==> src/rtl/audrx_pkg.sv <==
package audrx_pkg;

   localparam int SAMPLE_W = 24;

   typedef enum logic [1:0] {
      FMT_RJ  = 2'b00,
      FMT_I2S = 2'b01,
      FMT_LJ  = 2'b10,
      FMT_DSP = 2'b11
   } fmt_e;

   // Word length in bits for a word-length select code.
   function automatic int unsigned word_bits(input logic [1:0] sel);
      case (sel)
         2'b00:   return 16;
         2'b01:   return 18;
         2'b10:   return 20;
         default: return 24;
      endcase
   endfunction

   // Keep the low N bits and replicate bit N-1 upward.
   function automatic logic [SAMPLE_W-1:0] sign_extend(input logic [SAMPLE_W-1:0] raw,
                                                      input logic [1:0] sel);
      int unsigned n;
      logic [SAMPLE_W-1:0] r;
      n = word_bits(sel);
      for (int i = 0; i < SAMPLE_W; i++) begin
         r[i] = (i < int'(n)) ? raw[i] : raw[n-1];
      end
      return r;
   endfunction

endpackage

==> src/rtl/audrx_sync.sv <==
module audrx_sync #(
   parameter int STAGES = 2
) (
   input  logic clk,
   input  logic rst_n,
   input  logic sclk_i,
   input  logic lrck_i,
   input  logic sdata_i,
   output logic bit_evt_o,
   output logic lr_o,
   output logic data_o
);

   if (STAGES < 2) begin : g_bad_stages
      $error("audrx_sync: STAGES must be at least 2");
   end

   logic [STAGES-1:0] sc_q, lr_q, sd_q;
   logic              sclk_d;

   always_ff @(posedge clk or negedge rst_n) begin
      if (!rst_n) begin
         sc_q   <= '0;
         lr_q   <= '0;
         sd_q   <= '0;
         sclk_d <= 1'b0;
      end else begin
         sc_q   <= {sc_q[STAGES-2:0], sclk_i};
         lr_q   <= {lr_q[STAGES-2:0], lrck_i};
         sd_q   <= {sd_q[STAGES-2:0], sdata_i};
         sclk_d <= sc_q[STAGES-1];
      end
   end

   assign bit_evt_o = sc_q[STAGES-1] & ~sclk_d;
   assign lr_o      = lr_q[STAGES-1];
   assign data_o    = sd_q[STAGES-1];

   // a high bit-clock phase lasts at least two system clocks
   a_r8_sclk_high_width: assert property (@(posedge clk) disable iff (!rst_n)
      $rose(sc_q[STAGES-1]) |=> sc_q[STAGES-1]);

   // a low bit-clock phase lasts at least two system clocks
   a_r8_sclk_low_width: assert property (@(posedge clk) disable iff (!rst_n)
      $fell(sc_q[STAGES-1]) |=> !sc_q[STAGES-1]);

endmodule

==> src/rtl/audrx_framer.sv <==
module audrx_framer
   import audrx_pkg::*;
#(
   parameter int POS_W = 7
) (
   input  logic                clk,
   input  logic                rst_n,
   input  logic [1:0]          fmt_i,
   input  logic [1:0]          wsel_i,
   input  logic                bit_evt_i,
   input  logic                lr_i,
   input  logic                din_i,
   output logic [SAMPLE_W-1:0] left_o,
   output logic [SAMPLE_W-1:0] right_o,
   output logic                valid_o
);

   localparam logic [POS_W-1:0] POS_MAX = '1;

   if ((2 ** POS_W) <= (2 * SAMPLE_W + 2)) begin : g_bad_pos
      $error("audrx_framer: POS_W too small for two words plus offset");
   end

   logic                prev_lr, armed, locked;
   logic [POS_W-1:0]    pos_q;
   logic [SAMPLE_W-1:0] sreg_q, left_hold_q, left_q, right_q;
   logic                valid_q;

   logic                is_rj, is_dsp, is_lj, start;
   logic [POS_W-1:0]    pos_now, nbits, off, first_end, second_end;
   logic [SAMPLE_W-1:0] shifted, word_slot, word_rj;
   logic                first_done, second_done, chan_left;
   logic                cap_left, cap_right, rj_cap;

   always_comb begin
      is_rj   = (fmt_i == FMT_RJ);
      is_dsp  = (fmt_i == FMT_DSP);
      is_lj   = (fmt_i == FMT_LJ);
      start   = armed & (is_dsp ? (lr_i & ~prev_lr) : (lr_i ^ prev_lr));
      pos_now = start ? '0 : ((pos_q == POS_MAX) ? POS_MAX : pos_q + 1'b1);
      nbits   = POS_W'(word_bits(wsel_i));
      off     = (is_lj || is_rj) ? '0 : POS_W'(1);
      first_end  = off + nbits - 1'b1;
      second_end = off + nbits + nbits - 1'b1;
      shifted    = {sreg_q[SAMPLE_W-2:0], din_i};
      word_slot  = sign_extend(shifted, wsel_i);
      word_rj    = sign_extend(sreg_q, wsel_i);
      first_done  = !is_rj && (pos_now == first_end);
      second_done = is_dsp && (pos_now == second_end);
      chan_left   = is_lj ? lr_i : ~lr_i;
      cap_left    = first_done & (is_dsp | chan_left);
      cap_right   = (first_done & !is_dsp & !chan_left) | second_done;
      rj_cap      = is_rj & start & locked;
   end

   always_ff @(posedge clk or negedge rst_n) begin
      if (!rst_n) begin
         prev_lr     <= 1'b0;
         armed       <= 1'b0;
         locked      <= 1'b0;
         pos_q       <= POS_MAX;
         sreg_q      <= '0;
         left_hold_q <= '0;
         left_q      <= '0;
         right_q     <= '0;
         valid_q     <= 1'b0;
      end else begin
         valid_q <= 1'b0;
         if (bit_evt_i) begin
            prev_lr <= lr_i;
            armed   <= 1'b1;
            pos_q   <= pos_now;
            sreg_q  <= shifted;
            if (start) locked <= 1'b1;
            if (cap_left) left_hold_q <= word_slot;
            if (cap_right) begin
               left_q  <= left_hold_q;
               right_q <= word_slot;
               valid_q <= 1'b1;
            end
            if (rj_cap) begin
               if (prev_lr) begin
                  left_hold_q <= word_rj;
               end else begin
                  left_q  <= left_hold_q;
                  right_q <= word_rj;
                  valid_q <= 1'b1;
               end
            end
         end
      end
   end

   assign left_o  = left_q;
   assign right_o = right_q;
   assign valid_o = valid_q;

   // the strobe lasts exactly one system clock
   a_r7_valid_single: assert property (@(posedge clk) disable iff (!rst_n)
      valid_o |=> !valid_o);

   // samples change only together with the strobe
   a_r7_hold_between: assert property (@(posedge clk) disable iff (!rst_n)
      !valid_o |-> ($stable(left_o) && $stable(right_o)));

   // a pair is only completed by a sampled bit-clock rise
   a_r7_valid_on_bit: assert property (@(posedge clk) disable iff (!rst_n)
      valid_o |-> $past(bit_evt_i));

endmodule

==> src/rtl/audrx_zero.sv <==
module audrx_zero #(
   parameter int LIMIT = 1024,
   parameter int W     = 24
) (
   input  logic         clk,
   input  logic         rst_n,
   input  logic         valid_i,
   input  logic [W-1:0] sample_i,
   output logic         flag_o
);

   localparam int CNT_W = $clog2(LIMIT + 2);

   if (LIMIT < 1) begin : g_bad_limit
      $error("audrx_zero: LIMIT must be at least 1");
   end

   logic [CNT_W-1:0] cnt_q;
   logic             flag_q;

   always_ff @(posedge clk or negedge rst_n) begin
      if (!rst_n) begin
         cnt_q  <= '0;
         flag_q <= 1'b0;
      end else if (valid_i) begin
         if (sample_i == '0) begin
            if (cnt_q <= CNT_W'(LIMIT)) cnt_q <= cnt_q + 1'b1;
            flag_q <= (cnt_q >= CNT_W'(LIMIT));
         end else begin
            cnt_q  <= '0;
            flag_q <= 1'b0;
         end
      end
   end

   assign flag_o = flag_q;

   // the flag only rises at a frame whose sample was zero
   a_r9_rise_on_zero: assert property (@(posedge clk) disable iff (!rst_n)
      $rose(flag_o) |-> ($past(valid_i) && ($past(sample_i) == '0)));

   // a non-zero sample clears the flag on the next cycle
   a_r10_clear_on_signal: assert property (@(posedge clk) disable iff (!rst_n)
      (valid_i && (sample_i != '0)) |=> !flag_o);

endmodule

==> src/rtl/audio_serial_rx.sv <==
module audio_serial_rx
   import audrx_pkg::*;
#(
   parameter int SYNC_STAGES = 2,
   parameter int ZERO_FRAMES = 1024,
   parameter int POS_W       = 7
) (
   input  logic        clk,
   input  logic        rst_n,
   input  logic        sclk_i,
   input  logic        lrck_i,
   input  logic        sdata_i,
   input  logic [1:0]  fmt_i,
   input  logic [1:0]  wlen_i,
   output logic [23:0] left_o,
   output logic [23:0] right_o,
   output logic        valid_o,
   output logic        zero_left_o,
   output logic        zero_right_o
);

   localparam int NCH = 2;

   logic                bit_evt, lr_s, data_s, frm_valid;
   logic [SAMPLE_W-1:0] frm_left, frm_right;
   logic [SAMPLE_W-1:0] chan_w [NCH];
   logic [NCH-1:0]      zflag;

   audrx_sync #(.STAGES(SYNC_STAGES)) u_sync (
      .clk       (clk),
      .rst_n     (rst_n),
      .sclk_i    (sclk_i),
      .lrck_i    (lrck_i),
      .sdata_i   (sdata_i),
      .bit_evt_o (bit_evt),
      .lr_o      (lr_s),
      .data_o    (data_s)
   );

   audrx_framer #(.POS_W(POS_W)) u_framer (
      .clk       (clk),
      .rst_n     (rst_n),
      .fmt_i     (fmt_i),
      .wsel_i    (wlen_i),
      .bit_evt_i (bit_evt),
      .lr_i      (lr_s),
      .din_i     (data_s),
      .left_o    (frm_left),
      .right_o   (frm_right),
      .valid_o   (frm_valid)
   );

   assign chan_w[0] = frm_left;
   assign chan_w[1] = frm_right;

   for (genvar c = 0; c < NCH; c++) begin : g_zero
      audrx_zero #(.LIMIT(ZERO_FRAMES), .W(SAMPLE_W)) u_zero (
         .clk      (clk),
         .rst_n    (rst_n),
         .valid_i  (frm_valid),
         .sample_i (chan_w[c]),
         .flag_o   (zflag[c])
      );
   end

   assign left_o       = frm_left;
   assign right_o      = frm_right;
   assign valid_o      = frm_valid;
   assign zero_left_o  = zflag[0];
   assign zero_right_o = zflag[1];

endmodule

==> config.mk <==
export PLATFORM = sky130hd
export DESIGN_NAME = audio_serial_rx
export DESIGN_NICKNAME = d
export VERILOG_FILES = /design/src/rtl/audrx_pkg.sv /design/src/rtl/audrx_sync.sv /design/src/rtl/audrx_framer.sv /design/src/rtl/audrx_zero.sv /design/src/rtl/audio_serial_rx.sv
export SDC_FILE = /design/constraint.sdc
export NUM_CORES = 1
export LEC_CHECK = 0
export BUFFER_PORTS_ARGS = -buffer_cell sky130_fd_sc_hd__buf_2
export CAP_MARGIN = 20
export CORE_MARGIN = 2
export CORE_UTILIZATION = 55
export CTS_BUF_LIST = sky130_fd_sc_hd__clkbuf_8
export CTS_CLUSTER_DIAMETER = 60
export DETAILED_ROUTE_END_ITERATION = 8
export PLACE_DENSITY = 0.75
export SYNTH_ARGS = -nofsm -noshare
export SYNTH_HDL_FRONTEND = slang
export SYNTH_SLANG_ARGS = --single-unit
==> constraint.sdc <==
create_clock -name clk -period 7.8 [get_ports clk]
set_clock_uncertainty 0.1 [all_clocks]
set_input_delay 0.78 -clock clk [delete_from_list [all_inputs] [get_ports clk]]
set_output_delay 0.78 -clock clk [all_outputs]
set_load 0.01 [all_outputs]
==> results by group <==
Global routing
  • Initial antenna violation count: 0
  • Total grt overflow: 0
  • Gr usage total: 25.4%
  • First-pass GRT wire length: around 26 mm
  • Vias in the first global route: 5264
  • Largest net degree at the start of global routing: just over 90

STA
  • Endpoints failing hold: 0
  • Worst Tran Pin Value: ~0.81 ns
  • Final Setup Violations: 0
  • Max-slew violations: 0
  • Worst slew margin: between 40% and 50%
  • Final worst path period need: between 4 and 5 ns
  • Setup TNS: 0 ns
  • RSZ-0062 raised after global routing: false
  • Tcrit/Tclk final: 59.2%
  • Final Hold Slack: between 0.15 and 0.2 ns
  • F_max: 0.217 GHz

Min path
  • Worst Hold Class: input port to asynchronous set/reset pin

Power
  • Clock share of power: roughly 29%
  • Leakage dissipation: ~3.6 nW
  • Pwr dens: 291 nW/µm²
  • Worst IR Drop VDD: 0.000222 V
  • Internal power: 0.00150 W
  • Flop pwr share: between 40% and 50%
  • Power share of the combinational group: 22.9%
  • Switch Pwr: 0.000713 W
  • Net Sw Frac: 32.3%

Floorplanning
  • CORE AREA: ~12000 µm²
  • IO Count: 60
  • Placement Rows: 40
  • Die footprint: about 13000 µm²
  • Die Ht: ~110 µm
  • Starting density of the core: between 50% and 60%
  • Die width: approximately 110 µm

Routing
  • First DRT Iteration DRCs: between 400 and 500
  • DRC: 0
  • DRT Wirelength: between 15 and 20 mm
  • Via count: roughly 5400
  • DRT Pass-1 Iters: 5
  • Via-to-Cell Ratio: 6.07
  • Routed Antenna Nets: 0
  • Routed WL per cell: 17.6 µm

Critical path
  • Critical path's largest stage delay: 0.59 ns
  • Critical path required time: about 8 ns
  • Slowest cell on crit path: inv_2
  • Element type at the critical path end: register
  • Startpoint Class: input port
  • Setup CP Type: input port to register
  • Top fanout value on the critical path: 29
  • Worst EP arrival: 4.85 ns
  • Crit path cell chain: buf_2 > inv_1 > ha_1 > o21a_1 > or2_0 > mux2_2 > o22a_1 > or4_1 > o31a_1 > a21o_1 > inv_2 > mux2_2
  • CP most frequent cell: mux2_2

Run status
  • Status: finished clean

Logic synthesis
  • Synth Cell Area: 6750 µm²
  • Syn Inst Count: 679
  • Syn Area/Cell: around 9.9 µm²
  • Most common flop cell mapped by yosys: dfrtp_1
  • Synth warn: 0
  • Syn Nets: around 700
  • Cell variety after synth: 53
  • Ys async rst share: 100%
  • Sequential element share of the synthesized area: 51.3%
  • FF+latch count, synth: about 140
  • Post-synth EDFFs: 0

Placed design
  • IO Port Bufs: just under 60
  • Placed Cells: around 860
  • Placed wire-length estimate: about 11 mm
  • Gpl congestion: approximately 0.95

Finish
  • Layout area overhead: 12.3%
  • Final #Nets: between 700 and 800
  • Share of cells above drive strength 1: between 10% and 20%
  • Final Core Density: between 60% and 70%
  • Finished Layout Cells: 889
  • N_diodes: 0
  • Number of fill cells: roughly 980

Clock tree
  • Cts bufs inserted: 17
  • Latest clock arrival within the worst-skew pair: 0.46 ns
  • Post-CTS Hold Buffers: 0
  • H-Tree Depth: 4
  • Clk sinks: between 100 and 150
  • CTS tree: yes
  • Post-CTS Resized: 0
  • # Post-CTS Setup Buffers: 0
  • Clock Root Buffer: clkbuf_8
  • Clock tree buffer depth: 2
  • Clock transition at path regs: around 0.08 ns

Run
  • Max_cap viols: 0
-- power groups by stage --
stage	combinational, W	clock, W	sequential [W]
floorplan	0.000282	0	0.00106
global placement	0.000490	0	0.00107
detailed placement	0.000505	0	0.00107
CTS	0.000509	0.000654	0.00106
global route	0.000564	0.000684	0.00109
finish	0.000505	0.000642	0.00106
-- final timing paths --
path                       cells past startpoint                               end  slack [ns]                          from
max                                           12   u_framer.left_o[10]$_DFFE_PN0P_        3.18                     wlen_i[0]
min                                            1  u_framer.right_o[17]$_DFFE_PN0P_        0.16                         rst_n
max reg2reg                                   10   u_framer.left_o[21]$_DFFE_PN0P_        3.47  u_framer.prev_lr$_DFFE_PN0P_
min in group clk                               0          u_sync.sd_q[1]$_DFF_PN0_        0.25      u_sync.sd_q[0]$_DFF_PN0_
min reg2reg                                    0          u_sync.sd_q[1]$_DFF_PN0_        0.25      u_sync.sd_q[0]$_DFF_PN0_
max in group asynchronous                      3    u_framer.left_o[7]$_DFFE_PN0P_        6.37                         rst_n
-- cells in the mapped netlist (5+ instances only) --
library cell  count  area share [%]
a2bb2oi_1        22             2.9
nand2_1         103             5.7
o22ai_1          18             1.7
mux2_4            5             1.1
nor2_1           30             1.7
a21o_1            7            0.78
nand4_1          10            0.93
mux2_2           21             3.5
nand3_1          18             1.3
dfstp_2           7             2.7
mux4_2            6             2.0
nor3_1           14             1.0
a21oi_1          36             2.7
xnor2_1           7            0.91
xor2_1            6            0.78
and3_1            5            0.46
nor4_1           15             1.4
ha_1             13             2.4
inv_1            47             2.6
o32ai_1          19             2.5
or3_1            10            0.93
o21ai_0          48             3.6
dfrtp_1         131              49
clkbuf_1         26             1.4
nand2b_1          5            0.46
-- worst max-delay path: cells and delay by family --
family / cells / cell delay [ns]
AOI/OAI and AO/OA: 4 / 1.27
adders and majority gates: 1 / 0.43
buffers and inverters: 3 / 0.79
muxes: 2 / 0.72
and+or+nand+nor: 2 / 0.83
-- layer usage --
layer | part of all wire, % | routed length, µm | track usage [%] | vias up
met5 | 0 | 0 | 0 | -
met4 | 2.3 | 354 | 10.8 | 0
met3 | 6.0 | 940 | 5.11 | 32
met2 | 47 | 7380 | 39.1 | 182
met1 | 44 | 6930 | 35.5 | 2639
li1 | - | - | - | 2542
-- area by class of cell --
type                    instances  area (µm²)  share of cell area (%)
clock inverters                14         195                    2.57
clock buffers                  18         248                    3.27
multi-input cells             459        2950                    38.9
repair buffers                 65         364                    4.80
flip-flops and latches        138        3460                    45.7
well taps                     147         184                    2.43
inverters                      48         180                    2.38
-- sequential cells by signal (all words and copies together) (netlist names) --
signal                flops
u_framer.left_hold_q     24
u_framer.prev_lr          1
u_framer.left_o          24
u_framer.locked           1
u_sync.lr_q               2
u_sync.sclk_d             1
u_sync.sc_q               2
u_framer.pos_q            7
g_zero.u_zero.flag_o      2
u_framer.valid_o          1
u_framer.right_o         24
g_zero.u_zero.cnt_q      22
u_sync.sd_q               2
u_framer.sreg_q          24
u_framer.armed            1
-- cells by family after synthesis --
group | synth area share (%)
xor+xnor | 1.69
fa+ha+maj | 2.41
buf+inv | 5.12
compound gates | 17.5
simple gates | 15.1
flops | 51.3
mux | 6.91
-- per-stage QoR --
stage	area [µm²]	setup slack, ns	total power [W]
finish	7580	3.18	0.00221
global route	7580	2.91	0.00233
CTS	7550	3.23	0.00222
detailed placement	7110	2.74	0.00158
global placement	7110	2.89	0.00156
floorplan	6750	3.94	0.00135
-- layout by cell type, fill, tap and decap left out, types with 7 or more instances in the layout --
cell type	n
ha_1	13
a21o_1	7
dfstp_2	7
mux2_2	21
o22ai_1	18
dfrtp_1	131
a2bb2oi_1	22
or3_1	10
xnor2_1	7
a21oi_1	36
nand3_1	18
nor4_1	15
buf_2	58
inv_1	47
clkbuf_8	18
nor3_1	14
nor2_1	30
o21ai_0	48
nand4_1	10
nand2_1	103
o32ai_1	19
Note: power is estimated with default switching activity, not from simulation.
